[config.mk]
export PLATFORM = sky130hd
export DESIGN_NAME = rng_ctl_regs
export DESIGN_NICKNAME = d
export VERILOG_FILES = /design/src/rtl/rng_ctl_pkg.sv /design/src/rtl/rng_pacer.sv /design/src/rtl/rng_flags.sv /design/src/rtl/rng_ctl_regs.sv
export SDC_FILE = /design/constraint.sdc
export NUM_CORES = 1
export LEC_CHECK = 0
export ABC_CLOCK_PERIOD_IN_PS = 5800
export BUFFER_PORTS_ARGS = -buffer_cell sky130_fd_sc_hd__buf_2
export CELL_PAD_IN_SITES_DETAIL_PLACEMENT = 0
export CELL_PAD_IN_SITES_GLOBAL_PLACEMENT = 1
export CORE_MARGIN = 10
export CORE_UTILIZATION = 39
export DETAILED_ROUTE_END_ITERATION = 10
export PLACE_DENSITY_LB_ADDON = 0.1
export SLEW_MARGIN = 20
export SYNTH_ARGS = -nofsm -noshare
export SYNTH_HDL_FRONTEND = slang
export SYNTH_SLANG_ARGS = --single-unit
[constraint.sdc]
create_clock -name clk_i -period 5.8 [get_ports clk_i]
set_input_delay 0.29 -clock clk_i [delete_from_list [all_inputs] [get_ports clk_i]]
set_output_delay 0.29 -clock clk_i [all_outputs]
set_load 0.01 [all_outputs]
[src/rtl/rng_ctl_pkg.sv]
package rng_ctl_pkg;
  localparam int unsigned ADDR_W = 3;
  localparam int unsigned NFLAG  = 2;
  localparam int unsigned F_RDY  = 0;
  localparam int unsigned F_XFER = 1;

  typedef enum logic [ADDR_W-1:0] {
    A_CTRL  = 3'd0,
    A_MODE  = 3'd1,
    A_IEN   = 3'd2,
    A_IDIS  = 3'd3,
    A_IMASK = 3'd4,
    A_STAT  = 3'd5,
    A_DATA  = 3'd6
  } reg_addr_e;
endpackage

[src/rtl/rng_pacer.sv]
module rng_pacer #(
  parameter int unsigned BASE = 84,
  localparam int unsigned CW  = $clog2(2 * BASE)
) (
  input  logic clk_i,
  input  logic rst_ni,
  input  logic en_i,
  input  logic half_i,
  input  logic valid_i,
  output logic load_o
);
  logic [CW-1:0] cnt_q;
  logic [CW-1:0] last;
  logic          due;

  assign last   = half_i ? CW'(2 * BASE - 1) : CW'(BASE - 1);
  assign due    = cnt_q >= last;  // >= covers a mode drop mid-count
  assign load_o = en_i && due && valid_i;

  always_ff @(posedge clk_i or negedge rst_ni) begin
    if (!rst_ni)     cnt_q <= '0;
    else if (!en_i)  cnt_q <= '0;
    else if (due)    cnt_q <= valid_i ? '0 : cnt_q;
    else             cnt_q <= cnt_q + 1'b1;
  end

  // checker-side gap counter since the previous load
  logic [CW:0] gap_q;
  logic        seen_q;
  always_ff @(posedge clk_i or negedge rst_ni) begin
    if (!rst_ni) begin
      gap_q  <= '0;
      seen_q <= 1'b0;
    end else if (load_o) begin
      gap_q  <= '0;
      seen_q <= 1'b1;
    end else if (gap_q < (CW+1)'(2 * BASE)) begin
      gap_q  <= gap_q + 1'b1;
    end
  end

  AST_MIN_GAP: assert property (@(posedge clk_i) disable iff (!rst_ni)
    (load_o && seen_q) |-> (gap_q >= (CW+1)'(BASE - 1))) else $error("gap");
  AST_IDLE_ZERO: assert property (@(posedge clk_i) disable iff (!rst_ni)
    !en_i |=> (cnt_q == '0)) else $error("idle cnt");
endmodule

[src/rtl/rng_flags.sv]
module rng_flags #(
  parameter int unsigned N = 2
) (
  input  logic         clk_i,
  input  logic         rst_ni,
  input  logic [N-1:0] set_i,
  input  logic         clr_i,
  input  logic         ien_we_i,
  input  logic         idis_we_i,
  input  logic [N-1:0] wmask_i,
  output logic [N-1:0] flags_o,
  output logic [N-1:0] mask_o,
  output logic         irq_o
);
  logic [N-1:0] flags_q, mask_q;

  always_ff @(posedge clk_i or negedge rst_ni) begin
    if (!rst_ni) flags_q <= '0;
    else         flags_q <= (flags_q & ~{N{clr_i}}) | set_i;  // set wins
  end

  always_ff @(posedge clk_i or negedge rst_ni) begin
    if (!rst_ni)        mask_q <= '0;
    else if (ien_we_i)  mask_q <= mask_q | wmask_i;
    else if (idis_we_i) mask_q <= mask_q & ~wmask_i;
  end

  assign flags_o = flags_q;
  assign mask_o  = mask_q;
  assign irq_o   = |(flags_q & mask_q);

  for (genvar b = 0; b < N; b++) begin : g_chk
    AST_FLAG_SET: assert property (@(posedge clk_i) disable iff (!rst_ni)
      set_i[b] |=> flags_o[b]) else $error("flag set");
  end
  AST_RD_CLEARS: assert property (@(posedge clk_i) disable iff (!rst_ni)
    (clr_i && set_i == '0) |=> (flags_o == '0 && !irq_o)) else $error("clear");
  AST_W1S: assert property (@(posedge clk_i) disable iff (!rst_ni)
    ien_we_i |=> ((mask_o & $past(wmask_i)) == $past(wmask_i))) else $error("w1s");
  AST_W1C: assert property (@(posedge clk_i) disable iff (!rst_ni)
    (idis_we_i && !ien_we_i) |=> ((mask_o & $past(wmask_i)) == '0)) else $error("w1c");
endmodule

[src/rtl/rng_ctl_regs.sv]
module rng_ctl_regs
  import rng_ctl_pkg::*;
#(
  parameter int unsigned DW    = 32,
  parameter int unsigned BASE  = 84,
  parameter int unsigned KEY_W = DW - 8,
  parameter logic [KEY_W-1:0] CTRL_KEY = KEY_W'(24'h5A17C3)
) (
  input  logic              clk_i,
  input  logic              rst_ni,
  input  logic              bus_we_i,
  input  logic              bus_re_i,
  input  logic [ADDR_W-1:0] bus_addr_i,
  input  logic [DW-1:0]     bus_wdata_i,
  output logic [DW-1:0]     bus_rdata_o,
  input  logic [DW-1:0]     ent_data_i,
  input  logic              ent_valid_i,
  input  logic              key_done_i,
  output logic              irq_o
);
  logic            en_q, half_q, load;
  logic [DW-1:0]   data_q;
  logic [NFLAG-1:0] flags, mask, set_v;
  logic            key_ok, ctrl_we;

  assign key_ok  = bus_wdata_i[DW-1:DW-KEY_W] == CTRL_KEY;
  assign ctrl_we = bus_we_i && bus_addr_i == A_CTRL;

  always_ff @(posedge clk_i or negedge rst_ni) begin
    if (!rst_ni) begin
      en_q   <= 1'b0;
      half_q <= 1'b0;
    end else begin
      if (ctrl_we && key_ok)                 en_q   <= bus_wdata_i[0];
      if (bus_we_i && bus_addr_i == A_MODE)  half_q <= bus_wdata_i[0];
    end
  end

  always_ff @(posedge clk_i or negedge rst_ni) begin
    if (!rst_ni)   data_q <= '0;
    else if (load) data_q <= ent_data_i;
  end

  rng_pacer #(.BASE(BASE)) u_pacer (
    .clk_i   (clk_i),
    .rst_ni  (rst_ni),
    .en_i    (en_q),
    .half_i  (half_q),
    .valid_i (ent_valid_i),
    .load_o  (load)
  );

  always_comb begin
    set_v         = '0;
    set_v[F_RDY]  = load;
    set_v[F_XFER] = key_done_i;
  end

  rng_flags #(.N(NFLAG)) u_flags (
    .clk_i     (clk_i),
    .rst_ni    (rst_ni),
    .set_i     (set_v),
    .clr_i     (bus_re_i && bus_addr_i == A_STAT),
    .ien_we_i  (bus_we_i && bus_addr_i == A_IEN),
    .idis_we_i (bus_we_i && bus_addr_i == A_IDIS),
    .wmask_i   (bus_wdata_i[NFLAG-1:0]),
    .flags_o   (flags),
    .mask_o    (mask),
    .irq_o     (irq_o)
  );

  always_comb begin
    bus_rdata_o = '0;
    case (bus_addr_i)
      A_CTRL:  bus_rdata_o[0] = en_q;
      A_MODE:  bus_rdata_o[0] = half_q;
      A_IMASK: bus_rdata_o[NFLAG-1:0] = mask;
      A_STAT:  bus_rdata_o[NFLAG-1:0] = flags;
      A_DATA:  bus_rdata_o = data_q;
      default: bus_rdata_o = '0;
    endcase
  end

  AST_BAD_KEY: assert property (@(posedge clk_i) disable iff (!rst_ni)
    (ctrl_we && !key_ok) |=> $stable(en_q)) else $error("key");
  AST_DATA_LOAD: assert property (@(posedge clk_i) disable iff (!rst_ni)
    load |=> (data_q == $past(ent_data_i) && flags[F_RDY])) else $error("load");
  AST_OFF_NO_LOAD: assert property (@(posedge clk_i) disable iff (!rst_ni)
    (!en_q && !key_done_i && bus_re_i && bus_addr_i == A_STAT) |=> !flags[F_RDY]) else $error("off");
  AST_IRQ_MASKED: assert property (@(posedge clk_i) disable iff (!rst_ni)
    (mask == '0) |-> !irq_o) else $error("irq");
endmodule

==> summary.txt, run 1 <==
share of layout cells above drive strength 1: 48.05%
GPL Wtd Cong: 0.7582
Synth area leader: dfrtp_1
worst slew pin tran: 0.6089 ns
final net count: 386
Post-Place Cells: 377
outcome: complete, but fails checks
multiplexer area fraction after synthesis: 20.61%
failing checks: hold timing
Core Rows: 29
Mean Syn Cell Area: 11.93 um^2
worst path cell trace: inv_1 -> ha_1 -> a211oi_4 -> o221ai_2 -> nand3_2 -> buf_4 -> mux2_2
clk_lat worst skew: 0.30 ns
max-slew violation count: 0
Leakage Power: 0.001729 uW
Routed Wire Length: 5996 um
Mapped Cells: 208
port bufs: 99
Initial Utilization: 39.55%
vias in the first global route: 2024
RSZ-0062 raised after global routing: false
Clock Skews: 0.003699 ns
clock tree from TritonCTS: done
largest buffer count on any clock path: 2
Finish-stage setup viols: 0
Synth Area in Simple Gates: 18.55%
fin crit period: 2.426 ns
post_cts resized: 0
drt wl/cell: 15.57 um
cts hold-fix bufs: 0
Hold Path Class: input port to asynchronous set/reset pin
Seq cells post-synth: 46
Total GRT Usage: 12.00%
xor/xnor share of the synthesized area: 0.7056%
first-pass GRT wire length: 9963 um
Distinct cells, synth: 37
Ant. Diodes: 0
synthesized cell area: 2482 um^2
Fin Setup TNS: 0 ns
fin crit share: 41.82%
nature of the critical path endpoint: flop
Peak VDD IR: 0.1034 mV
critical path's top delay family: buffers and inverters
power per cell area: 190.1 nW/um^2
pin count of the biggest net entering global routing: 47
Area growth, synth to finish: 26.11%
Die Ht: 99.78 um
initial DRC count: 61
Crit Path Class: flop to flop
final std cells w/o fill: 385
TritonCTS Buffers: 5
global route overflow: 0
H-tree depth: 2
io pins: 106
crit start category: flop
Die Width: 99.78 um
Post-DRT Antenna Nets: 0
number of remaining DRC errors: 0
synth top area cells: dfrtp_1 (46%), mux2_4 (18%), and2_1 (7.8%), ha_1 (3.0%), nand2_1 (2.7%)
Final HPWL DP: 4502 um
critical path data arrival time: 2.62 ns
core area: 6277 um^2
worst path buffer plus inverter count: 2
Synth Area in Adders: 3.024%
CTS clk-pin slew, worst paths: 0.09 ns
CP max FO: 33
EDFF count, synth: 0
Post-synth top flop: dfrtp_1
vias per cell: 4.925
Synth Area in Compound Gates: 8.014%
Slowest Stage Delay on Critical Path: 0.49 ns
Post-CTS Setup Bufs: 0
die area: 9956 um^2
yosys warns: 0
post-layout util: 49.87%
post-synthesis sequential area ratio: 46.37%
Slew headroom: 59.40%
root buffer cell: clkbuf_8
DR vias: 1896
final hold slack: -0.01848 ns
largest family of logic cells by synthesized area: multiplexers
Clock Sinks: 46
DRT Pass-1 Iters: 4
instance area after placement: 3033 um^2
number of hold violations in the final report: 27
Design Area, Final: 3131 um^2
FFs w/ async S/R, synth: 100.0%
Max Cap Viol: 0
Critical Path Slowest Stage Cell: buf_4
Syn Nets: 287
Tot Pwr: 595.0 uW
Req. time, crit path: 5.99 ns
Synth top area share: 46.37%
initial antenna violation count: 0
Max Fclk: 412.3 MHz
==> per-layer routing <==
metal / global-route usage [%] / routed length, um / vias up
met4: 3.859 / 69 / 0
met3: 5.495 / 557 / 7
li1: - / - / 937
met1: 14.37 / 2664 / 884
met5: 0 / 0 / -
met2: 18.72 / 2705 / 68
==> stage by stage <==
| stage | setup slack, ns | hold WS (ns) |
|---|---|---|
| after floorplan | 3.867 | -0.005591 |
| after global placement | 3.370 | 0.4805 |
| after detailed placement | 3.361 | 0.4838 |
| after CTS | 3.353 | 0.1740 |
| after global routing | 3.222 | 0.02079 |
| final | 3.375 | -0.01848 |
==> report_power, final <==
part           internal [uW]  switching, uW  leakage [uW]
registers                325           4.54      0.000633
logic                   29.1           31.3       0.00105
clock network           95.9            109     0.0000472
==> Yosys cell counts (3+ instances only) <==
cell,n
o21ai_0,5
dfrtp_1,46
nor3_1,3
ha_1,6
nand4_1,3
buf_6,3
mux2_4,29
clkbuf_1,6
nand3_1,6
mux2_2,5
inv_1,3
a21oi_1,3
nand2_1,18
and2_1,31
nor2_1,7
a22o_1,5
nor2b_1,3
==> worst paths after layout <==
| kind | start | endpoint | slack [ns] | cells after the start |
|---|---|---|---|---|
| setup / recovery | half_q | data_q[10] | 3.37 | 7 |
| hold / removal | rst_ni | data_q[15] | -0.02 | 1 |
| setup reg to reg | half_q | data_q[10] | 3.37 | 7 |
| hold reg to reg | data_q[12] | data_q[12] | 0.50 | 1 |
| max in group asynchronous | rst_ni | data_q[5] | 5.42 | 1 |
| min in group clk_i | key_done_i | u_flags.flags_o[1] | 0.17 | 2 |
==> registers in the layout, summed over array words and instances, names as in the netlist, named ones only <==
signal           flops
data_q              32
en_q                 1
half_q               1
u_flags.flags_o      2
u_pacer.cnt_q        8
==> kinds of logic after synthesis <==
family	Yosys count
buffers and inverters	12
AO/OA/AOI/OAI	24
flip-flops	46
multiplexers	36
adder cells (fa/ha/maj)	6
XOR/XNOR	2
AND/OR/NAND/NOR	82
==> cell type report <==
type                            count  area [um^2]
Clock buffer                        6        82.58
Multi-Input combinational cell    150         1264
Fill cell                         592         3147
Sequential cell                    46         1151
Timing Repair Buffer              101        513.0
Clock inverter                      2        12.51
Tap cell                           77        96.34
Inverter                            3        11.26
==> cells in the final DEF (no fill, tap or decap), types with 2 or more instances in the layout <==
master,n
buf_2,98
dfrtp_1,46
and2_1,31
mux2_4,29
nand2_1,18
nor2_1,7
nand3_1,6
ha_1,6
clkbuf_8,6
o21ai_0,5
a22o_1,5
mux2_2,5
inv_1,3
nand4_1,3
a21oi_1,3
nor2b_1,3
nor3_1,3
buf_4,3
mux2i_1,2
xor2_1,2
or4_1,2
o221ai_1,2
nor4b_1,2
nor4bb_1,2
Note: power is estimated with default switching activity, not from simulation.
==> run 2: changes to the inputs <==
--- a/config.mk
+++ b/config.mk
@@ -5,12 +5,12 @@
 export SDC_FILE = /design/constraint.sdc
 export NUM_CORES = 1
 export LEC_CHECK = 0
-export ABC_CLOCK_PERIOD_IN_PS = 5800
+export ABC_CLOCK_PERIOD_IN_PS = 2000
 export BUFFER_PORTS_ARGS = -buffer_cell sky130_fd_sc_hd__buf_2
 export CELL_PAD_IN_SITES_DETAIL_PLACEMENT = 0
 export CELL_PAD_IN_SITES_GLOBAL_PLACEMENT = 1
 export CORE_MARGIN = 10
-export CORE_UTILIZATION = 39
+export CORE_UTILIZATION = 33
 export DETAILED_ROUTE_END_ITERATION = 10
 export PLACE_DENSITY_LB_ADDON = 0.1
 export SLEW_MARGIN = 20
==> constraint.sdc (replaced) <==
create_clock -name clk_i -period 2 [get_ports clk_i]
set_input_delay 0.1 -clock clk_i [delete_from_list [all_inputs] [get_ports clk_i]]
set_output_delay 0.1 -clock clk_i [all_outputs]
set_load 0.01 [all_outputs]
==> run 2 against run 1 <==
Compared with the run above:
- the flow finishes with violations (setup timing)
- clock skew down 0.0015 ns
- total power grew to 2.9 times the previous value
- global-route usage decreased by 0.55 points
- fmax is 20% higher
- sequential share of layout area down 2.8 points
- non-clock buffer count grew 19
- combinational power grew to 3.6 times the previous value
- register-to-register slack got worse by 3.4 ns
- via count grew 1.7%
==> summary.txt, run 2 (same netlist as run 1, synthesis figures left out) <==
Hold Path Class: input port to flop (was input port to asynchronous set/reset pin)
CTS clk-pin slew, worst paths: 0.08 ns (was 0.09 ns)
Slowest Stage Delay on Critical Path: 0.38 ns (was 0.49 ns)
Slew headroom: 59.79% (was 59.40%)
Largest Register: data_q (unchanged)
Clock Skews: 0.002170 ns (was 0.003699 ns)
final std cells w/o fill: 425 (was 385)
Die Ht: 106.7 um (was 99.78 um)
Die Width: 106.7 um (was 99.78 um)
core area: 7292 um^2 (was 6277 um^2)
Leakage Power: 0.001839 uW (was 0.001729 uW)
final net count: 405 (was 386)
first-pass GRT wire length: 10670 um (was 9963 um)
nature of the critical path endpoint: flop (unchanged)
port bufs: 99 (unchanged)
vias per cell: 4.539 (was 4.925)
pin count of the biggest net entering global routing: 47 (unchanged)
worst flop-to-flop path startpoint: half_q (unchanged)
share of layout cells above drive strength 1: 51.84% (was 48.05%)
cell internal pwr: 1285 uW (was 449.8 uW)
Comb pwr share: 12.8% (was 10.1%)
Crit Path Class: flop to flop (unchanged)
DR vias: 1929 (was 1896)
met3 WL: 496 um (was 557 um)
Core Rows: 31 (was 29)
failing checks: setup timing (was hold timing)
Design Area, Final: 3387 um^2 (was 3131 um^2)
io pins: 106 (unchanged)
sequential share of power: 55.4% (was 55.3%)
CP max FO: 11 (was 33)
number of remaining DRC errors: 0 (unchanged)
number of hold violations in the final report: 0 (was 27)
Fin Setup TNS: -0.04263 ns (was 0 ns)
drt wl/cell: 16.00 um (was 15.57 um)
critical path's top delay family: compound AO/OA/AOI/OAI gates (was buffers and inverters)
final hold slack: 0.02754 ns (was -0.01848 ns)
H-tree depth: 2 (unchanged)
crit path from: half_q (unchanged)
critical path data arrival time: 2.20 ns (was 2.62 ns)
outcome: complete, but fails checks (unchanged)
Ant. Diodes: 0 (unchanged)
most common cell after layout, fill and taps aside: buf_2 (unchanged)
Critical Path Slowest Stage Cell: dfrtp_1 (was buf_4)
vias in the first global route: 2110 (was 2024)
post-layout util: 46.45% (was 49.87%)
clock tree from TritonCTS: done (unchanged)
fin crit period: 2.017 ns (was 2.426 ns)
Largest register FFs: 32 (unchanged)
instance area after placement: 3171 um^2 (was 3033 um^2)
Finish-stage setup viols: 3 (was 0)
Post-Place Cells: 412 (was 377)
worst path cell trace: inv_2 -> ha_1 -> a211oi_4 -> o221ai_2 -> nand3_4 -> clkbuf_16 -> mux2_2 (was inv_1 -> ha_1 -> a211oi_4 -> o221ai_2 -> nand3_2 -> buf_4 -> mux2_2)
max-slew violation count: 0 (unchanged)
Peak VDD IR: 0.2496 mV (was 0.1034 mV)
sw power: 433.4 uW (was 145.2 uW)
GPL Wtd Cong: 0.7647 (was 0.7582)
TritonCTS Buffers: 5 (unchanged)
Min-Delay Startpoint: ent_data_i[20]
global route overflow: 0 (unchanged)
Final HPWL DP: 4963 um (was 4502 um)
top sig layer: met4 (unchanged)
clock power share: 31.8% (was 34.5%)
Req. time, crit path: 2.19 ns (was 5.99 ns)
initial antenna violation count: 0 (unchanged)
wl on met1: 3054 um (was 2664 um)
Sw Share: 25.22% (was 24.40%)
RSZ-0062 raised after global routing: true (was false)
largest buffer count on any clock path: 2 (unchanged)
worst path buffer plus inverter count: 2 (unchanged)
Final WS setup: -0.01677 ns (was 3.375 ns)
power per cell area: 507.5 nW/um^2 (was 190.1 nW/um^2)
Initial Utilization: 34.04% (was 39.55%)
Total GRT Usage: 11.45% (was 12.00%)
Clock Sinks: 46 (unchanged)
DRT Pass-1 Iters: 4 (unchanged)
clk_lat worst skew: 0.29 ns (was 0.30 ns)
initial DRC count: 76 (was 61)
Max Fclk: 495.8 MHz (was 412.3 MHz)
fin crit share: 100.8% (was 41.82%)
worst slew pin tran: 0.6031 ns (was 0.6089 ns)
Max Cap Viol: 0 (unchanged)
Area growth, synth to finish: 36.44% (was 26.11%)
Routed Wire Length: 6798 um (was 5996 um)
most frequent cells in the layout: buf_2 (99), dfrtp_1 (46), and2_1 (31) (was buf_2 (98), dfrtp_1 (46), and2_1 (31))
routed wl met2: 3191 um (was 2705 um)
Post-DRT Antenna Nets: 0 (unchanged)
crit start category: flop (unchanged)
die area: 11390 um^2 (was 9956 um^2)
root buffer cell: clkbuf_8 (unchanged)
## run 2: cell types whose count changed in the layout (fill, tap and decap cells not counted), sizes merged
cell,previous run,this run
buf,101,116
dlygate4sd3,0,2
clkbuf,6,7
clkinv,1,2
clkinvlp,1,0
## run 2: cell type report
type / count / area [um^2]
timing repair buffer: 120 / 713.2
clock inverter: 2 / 10.01
tap: 99 / 123.9
multi-input combinational: 150 / 1309
inverter: 3 / 11.26
fill: 757 / 3905
sequential: 46 / 1151
clock buffer: 5 / 68.82
## run 2: path summary, 6_finish.rpt
check / slack, ns / to / cells past startpoint
min in group asynchronous: 0.41 / u_pacer.cnt_q[2] / 3
worst min-delay path: 0.03 / data_q[20] / 2
worst max register to register: -0.02 / data_q[12] / 7
max in group asynchronous: 1.17 / data_q[8] / 3
worst max-delay path: -0.02 / data_q[12] / 7
worst min register to register: 0.50 / data_q[10] / 1
## run 2: what timing repair did
item / in CTS / in global routing
endpoints found under the hold margin: 47 / 0
setup endpoints to repair: 18 / 39
buffers inserted: 0 / 2
hold buffers: 2 / 0
gates cloned: 0 / 2
resized for setup: 4 / 5
## run 2: layer usage
metal	up-vias	track usage, %
li1	970	-
met1	895	14.66
met2	57	17.43
met3	7	4.731
met4	0	2.901
met5	-	0
## run 2: metrics by stage
stage	setup WS, ns	total power, uW
floorplan	0.06726	1047
finish	-0.01677	1719
detailed placement	-0.01135	1168
global route	-0.08537	1813
CTS	0.004874	1732
global placement	0.002593	1166
## run 2: power by group through the flow
| stage | Sequential [uW] | Combinational (uW) | Clock, uW |
|---|---|---|---|
| after floorplan | 969 | 77.7 | 0 |
| after global placement | 969 | 196 | 0 |
| after detailed placement | 970 | 198 | 0 |
| after CTS | 952 | 202 | 577 |
| after global routing | 955 | 246 | 612 |
| final | 952 | 220 | 547 |
